File: src/rtl/supsv_pkg.sv
package supsv_pkg;

    typedef enum logic [1:0] {
        POL_HIGH = 2'd0,
        POL_LOW  = 2'd1,
        POL_BOTH = 2'd2
    } pol_mode_t;

    typedef enum logic [1:0] {
        CAUSE_IDLE   = 2'b00,
        CAUSE_SUPPLY = 2'b01,
        CAUSE_MANUAL = 2'b10,
        CAUSE_HOLD   = 2'b11
    } cause_t;

    // synchronized, active-high reset sources
    typedef struct packed {
        logic supply_low;
        logic manual;
    } src_t;

    // supply low wins over a manual request
    function automatic cause_t pick_cause(input src_t s);
        if (s.supply_low)  return CAUSE_SUPPLY;
        else if (s.manual) return CAUSE_MANUAL;
        else               return CAUSE_IDLE;
    endfunction

endpackage

File: src/rtl/supsv_sync.sv
module supsv_sync #(
    parameter int                WIDTH   = 2,
    parameter int                STAGES  = 2,
    parameter logic [WIDTH-1:0]  RST_VAL = '0
) (
    input  logic             clk,
    input  logic             rst,
    input  logic [WIDTH-1:0] d_i,
    output logic [WIDTH-1:0] q_o
);
    logic [WIDTH-1:0] stage_q [STAGES];

    always_ff @(posedge clk) begin
        if (rst) begin
            for (int i = 0; i < STAGES; i++) stage_q[i] <= RST_VAL;
        end else begin
            stage_q[0] <= d_i;
            for (int i = 1; i < STAGES; i++) stage_q[i] <= stage_q[i-1];
        end
    end

    assign q_o = stage_q[STAGES-1];
endmodule

File: src/rtl/supsv_hold.sv
module supsv_hold
    import supsv_pkg::*;
#(
    parameter int HOLD_TICKS = 200
) (
    input  logic   clk,
    input  logic   rst,
    input  logic   tick_en_i,
    input  src_t   src_i,
    output logic   busy_o,
    output cause_t cause_o
);
    localparam int           CW   = $clog2(HOLD_TICKS + 1);
    localparam logic [CW-1:0] LAST = CW'(HOLD_TICKS - 1);

    logic [CW-1:0] cnt_q;
    logic          busy_q;
    cause_t        cause_q;
    logic          any_src;

    assign any_src = src_i.supply_low | src_i.manual;

    always_ff @(posedge clk) begin
        if (rst) begin
            busy_q  <= 1'b1;
            cnt_q   <= '0;
            cause_q <= CAUSE_SUPPLY;
        end else if (any_src) begin
            busy_q  <= 1'b1;
            cnt_q   <= '0;
            cause_q <= pick_cause(src_i);
        end else if (busy_q && tick_en_i) begin
            if (cnt_q == LAST) begin
                busy_q  <= 1'b0;
                cnt_q   <= '0;
                cause_q <= CAUSE_IDLE;
            end else begin
                cnt_q   <= cnt_q + 1'b1;
                cause_q <= CAUSE_HOLD;
            end
        end else if (busy_q) begin
            cause_q <= CAUSE_HOLD;
        end
    end

    assign busy_o  = busy_q;
    assign cause_o = cause_q;

    // reset state is asserted with cause supply-low
    p_powerup_asserted_r1: assert property (@(posedge clk) disable iff (rst)
        $past(rst) |-> (busy_q && cause_q == CAUSE_SUPPLY));

    // an active source forces reset on the next edge
    p_src_forces_reset_r2: assert property (@(posedge clk) disable iff (rst)
        any_src |=> busy_q);

    // an active source clears the hold count
    p_hold_restart_r4: assert property (@(posedge clk) disable iff (rst)
        any_src |=> (cnt_q == '0));

    // reset only falls after the last tick of a full count
    p_release_after_hold_r3: assert property (@(posedge clk) disable iff (rst)
        $fell(busy_q) |-> ($past(cnt_q) == LAST && $past(tick_en_i) && !$past(any_src)));

    // count never passes its limit
    p_no_overflow_r3: assert property (@(posedge clk) disable iff (rst)
        cnt_q <= LAST);

    // without a tick the count and reset hold still
    p_no_tick_stall_r7: assert property (@(posedge clk) disable iff (rst)
        (busy_q && !any_src && !tick_en_i) |=> ($stable(cnt_q) && busy_q));

    // supply low has priority in the cause code
    p_supply_wins_r9: assert property (@(posedge clk) disable iff (rst)
        src_i.supply_low |=> (cause_q == CAUSE_SUPPLY));
endmodule

File: src/rtl/supsv_out.sv
module supsv_out
    import supsv_pkg::*;
#(
    parameter pol_mode_t MODE = POL_BOTH
) (
    input  logic active_i,
    output logic reset_o,
    output logic reset_n_o
);
    generate
        if (MODE == POL_HIGH) begin : g_high
            assign reset_o   = active_i;
            assign reset_n_o = 1'b1;
        end else if (MODE == POL_LOW) begin : g_low
            assign reset_o   = 1'b0;
            assign reset_n_o = ~active_i;
        end else begin : g_both
            assign reset_o   = active_i;
            assign reset_n_o = ~active_i;
        end
    endgenerate
endmodule

File: src/rtl/supsv_reset_gen.sv
module supsv_reset_gen
    import supsv_pkg::*;
#(
    parameter int        HOLD_TICKS = 200,     // 200 ms with a 1 kHz tick
    parameter int        SYNC_STAGES = 2,
    parameter pol_mode_t POLARITY   = POL_BOTH
) (
    input  logic       clk,
    input  logic       rst,
    input  logic       tick_en_i,
    input  logic       supply_low_i,
    input  logic       manual_n_i,
    output logic       reset_o,
    output logic       reset_n_o,
    output logic [1:0] cause_o
);
    logic [1:0] raw_q;
    src_t       src;
    logic       busy;
    cause_t     cause;

    // bit 1: supply low (reset value: low), bit 0: manual_n (reset value: released)
    supsv_sync #(.WIDTH(2), .STAGES(SYNC_STAGES), .RST_VAL(2'b11)) u_sync (
        .clk (clk),
        .rst (rst),
        .d_i ({supply_low_i, manual_n_i}),
        .q_o (raw_q)
    );

    assign src.supply_low = raw_q[1];
    assign src.manual     = ~raw_q[0];

    supsv_hold #(.HOLD_TICKS(HOLD_TICKS)) u_hold (
        .clk       (clk),
        .rst       (rst),
        .tick_en_i (tick_en_i),
        .src_i     (src),
        .busy_o    (busy),
        .cause_o   (cause)
    );

    supsv_out #(.MODE(POLARITY)) u_out (
        .active_i  (busy),
        .reset_o   (reset_o),
        .reset_n_o (reset_n_o)
    );

    assign cause_o = cause;

    // a non-idle cause appears exactly when reset is active
    generate
        if (POLARITY == POL_LOW) begin : g_chk_low
            p_cause_tracks_r9: assert property (@(posedge clk) disable iff (rst)
                (cause_o != CAUSE_IDLE) == !reset_n_o);
            p_pol_low_r8: assert property (@(posedge clk) disable iff (rst)
                !reset_o);
        end else begin : g_chk_high
            p_cause_tracks_r9: assert property (@(posedge clk) disable iff (rst)
                (cause_o != CAUSE_IDLE) == reset_o);
            if (POLARITY == POL_HIGH) begin : g_h
                p_pol_high_r8: assert property (@(posedge clk) disable iff (rst)
                    reset_n_o);
            end else begin : g_b
                p_pol_both_r8: assert property (@(posedge clk) disable iff (rst)
                    reset_o != reset_n_o);
            end
        end
    endgenerate
endmodule

File: config.mk
export PLATFORM = sky130hd
export DESIGN_NAME = supsv_reset_gen
export DESIGN_NICKNAME = d
export VERILOG_FILES = /design/src/rtl/supsv_pkg.sv /design/src/rtl/supsv_sync.sv /design/src/rtl/supsv_hold.sv /design/src/rtl/supsv_out.sv /design/src/rtl/supsv_reset_gen.sv
export SDC_FILE = /design/constraint.sdc
export NUM_CORES = 1
export LEC_CHECK = 0
export BUFFER_PORTS_ARGS = -buffer_cell sky130_fd_sc_hd__clkbuf_2
export CAP_MARGIN = 15
export CORE_AREA = 2 2 41 43
export CTS_CLUSTER_DIAMETER = 60
export DETAILED_ROUTE_END_ITERATION = 16
export DIE_AREA = 0 0 43 45
export PLACE_DENSITY = 0.7
export SETUP_SLACK_MARGIN = 0.05
export SYNTH_ARGS = -nofsm -noshare
export SYNTH_HDL_FRONTEND = slang
export SYNTH_SLANG_ARGS = --single-unit
File: constraint.sdc
create_clock -name clk -period 1.25 [get_ports clk]
set_input_delay 0.1875 -clock clk [delete_from_list [all_inputs] [get_ports clk]]
set_output_delay 0.1875 -clock clk [all_outputs]
set_load 0.05 [all_outputs]
==> impl_metrics.tcl <==
set metrics [dict create \
    vias 541 \
    htreeDepth 1 \
    worst-path-max-fanout 5 \
    status "complete, but fails checks" \
    p_int_uw 619.2 \
    drive_above_1_share 0.4048 \
    row_count 14 \
    syn_area_um2 630.6 \
    comb_power_share 0.041 \
    clk_path_buf_depth 2 \
    finalNonFillerCells 100 \
    drt-pass1-iter-count 4 \
    finClkSkew_ns 0.008638 \
    fmax_ghz 0.7372 \
    p_total_uw 802.6 \
    pre_cts_ws_ns -0.1155 \
    core_area_um2 1471 \
    antenna_found_initial 0 \
    peakVddDrop_v 0.0005330 \
    worst_pin_slew_ns 0.3014 \
    critPathBufInv 0 \
    cts-root-buf "clkbuf_4" \
    period_minus_slack_ns 1.356 \
    yosys_warnings 0 \
    synth_nets 72 \
    slowest_delay_ns 0.56 \
    cp_top_family "simple AND/OR/NAND/NOR gates" \
    p_switching_uw 183.4 \
    cts_hold_buf 0 \
    rsz0062_at_grt "yes" \
    cts_sinks 15 \
    async_flop_share 0 \
    synth_common_cells "dfxtp_1, nand2_1, a21oi_1, o21ai_0, or2_2" \
    slew_headroom 0.7939 \
    routed_wl_um 1177 \
    worstSetupPathType "flip-flop to flip-flop" \
    dp_cells 95 \
    avgSynthCellArea_um2 9.555 \
    wl_met1_um 571 \
    die_h_um 45 \
    nets 91 \
    highest_layer "met4" \
    die_x_um 43 \
    synth_top_cell_area_share 0.4762 \
    layout_setup_ws_ns -0.1065 \
    synth_ff_type "dfxtp_1" \
    yosysUniqueCellTypes 24 \
    synth.most_common_cell "dfxtp_1" \
    leakage_uw 0.0002733 \
    final-setup-viol-count 9 \
    track_usage 0.1355 \
    hold_viol 0 \
    start_kind "flip-flop" \
    power.density_nw_per_um2 993.0 \
    tritoncts "built" \
    grt_max_degree 11 \
    violations "negative setup slack" \
    dieArea_um2 1935 \
    drc 0 \
    yosys.area.top_type "dfxtp_1" \
    fill_cells 154 \
    p_sw_frac 0.2285 \
    route.met3.wl_um 35 \
    synthCells 66 \
    grt_pass1_wl_um 1897 \
    clkTransAtPathRegs_ns 0.10 \
    p_clk_frac 0.353 \
    drtIter0Drc 11 \
    maxCapViolations 0 \
    ioPinCount 9 \
    hold_path_class "input pin to flip-flop" \
    final_max_slew_viol_count 0 \
    num_antenna_cells 0 \
    critPathCaptureType "flip-flop" \
    clk_latency_ns 0.28 \
    cp.arrival_ns 1.52 \
    area_growth_pct 28.17 \
    ys_ff_latch 15 \
    finalCritPeriodShare 1.085 \
    wl_met2_um 554 \
    grt_pass1_vias 456 \
    initial_core_util 0.4286 \
    dp_hpwl_um 859.5 \
    grt_remaining_overflow 0 \
    synth_edf_count 0 \
    worstPathRequired_ns 1.42 \
    port_buffers 8 \
    synthTopCellsByArea "dfxtp_1, a21oi_1, o21ai_0, or2_2, nand2_1" \
    cts_made_buffers 3 \
    gp_congestion 0.7483 \
    seq_area_frac_synth 0.4762 \
    timing.hold.ws_ns 0.07594 \
    ant_nets 0 \
    crit_chain "or4b_4 -> o31ai_4 -> nor2_1" \
    cp_slowest_cell "or4b_4" \
    seqPwrFrac 0.606 \
    drt-vias-per-instance 5.410 \
    wl_per_cell_um 11.77 \
]
-- per-stage QoR --
step                      utilization  setup TNS [ns]  area [um^2]
after floorplan                     -         -0.3094        658.1
final                          0.5493         -0.6541        808.3
after detailed placement       0.5111         -0.7699        752.0
after CTS                      0.5451         -0.7093        802.0
after global routing           0.5493          -1.207        808.3
after global placement         0.5111         -0.6280        752.0
-- final cells by class --
cell class,count,area [um^2],area share
Clock buffer,3,22.52,0.02786
Clock inverter,1,7.507,0.009288
Inverter,3,11.26,0.01393
Multi-Input combinational cell,47,342.8,0.4241
Sequential cell,15,309.0,0.3824
Tap cell,16,20.02,0.02477
Timing Repair Buffer,15,95.09,0.1176
-- worst reg2reg max path, stage by stage (launching register included) --
cell and delay [ns]:
dfxtp_2 0.33, or4b_4 0.56, o31ai_4 0.28, nor2_1 0.08
-- power groups by stage --
stage                     registers [uW]  clock network, uW  logic (uW)
after floorplan                      501                  0        13.1
after global placement               497                  0        31.9
after CTS                            487                297        33.0
after detailed placement             497                  0        32.8
after global routing                 488                317        36.5
final                                486                284        32.7
-- worst paths after layout --
path	start	endpoint	slack, ns	depth (start not counted)
worst max-delay path	u_hold.cnt_q[3]	u_hold.cnt_q[0]	-0.11	3
worst min register to register	u_sync.stage_q[0][0]	u_sync.stage_q[0][2]	0.42	1
worst max register to register	u_hold.cnt_q[3]	u_hold.cnt_q[0]	-0.11	3
worst min-delay path	manual_n_i	u_sync.stage_q[0][0]	0.08	2
-- cells in the final DEF, fill, tap and decap left out, types with 2 or more instances in the layout --
| cell | count |
|---|---|
| dfxtp_2 | 4 |
| dfxtp_1 | 10 |
| or4_1 | 2 |
| clkbuf_2 | 7 |
| nand2_1 | 6 |
| o21ai_0 | 5 |
| clkbuf_4 | 4 |
| a21oi_1 | 5 |
| or3_1 | 3 |
| nor2_1 | 3 |
| nor3b_1 | 2 |
| buf_4 | 7 |
| xor2_1 | 2 |
| or2_2 | 4 |
| nand3_1 | 3 |
| o31ai_1 | 2 |
| inv_1 | 3 |
-- flip-flops by register name, indices dropped and copies added (netlist names) --
register and count:
u_hold.cnt_q 8, u_sync.stage_q 4, u_hold.cause_o 2, u_hold.busy_o 1
-- layer usage --
layer	vias up	GRT usage
met3	2	0.04800
met1	251	0.1571
met2	10	0.2212
met5	-	0
met4	0	0.07273
li1	278	-
-- cell families after synthesis --
group / synth area share
xor+xnor: 0.02778
fa+ha+maj: 0.01984
simple gates: 0.2777
flops: 0.4762
buf+inv: 0.02578
compound gates: 0.1726
-- timing repair --
| action | CTS | global route |
|---|---|---|
| cloned | 0 | 0 |
| endpoints found under the setup margin | 12 | 12 |
| buffers inserted | 0 | 1 |
| pin swaps | 1 | 2 |
| resized for setup | 6 | 2 |
No activity file was read; power rests on OpenSTA's default activity.
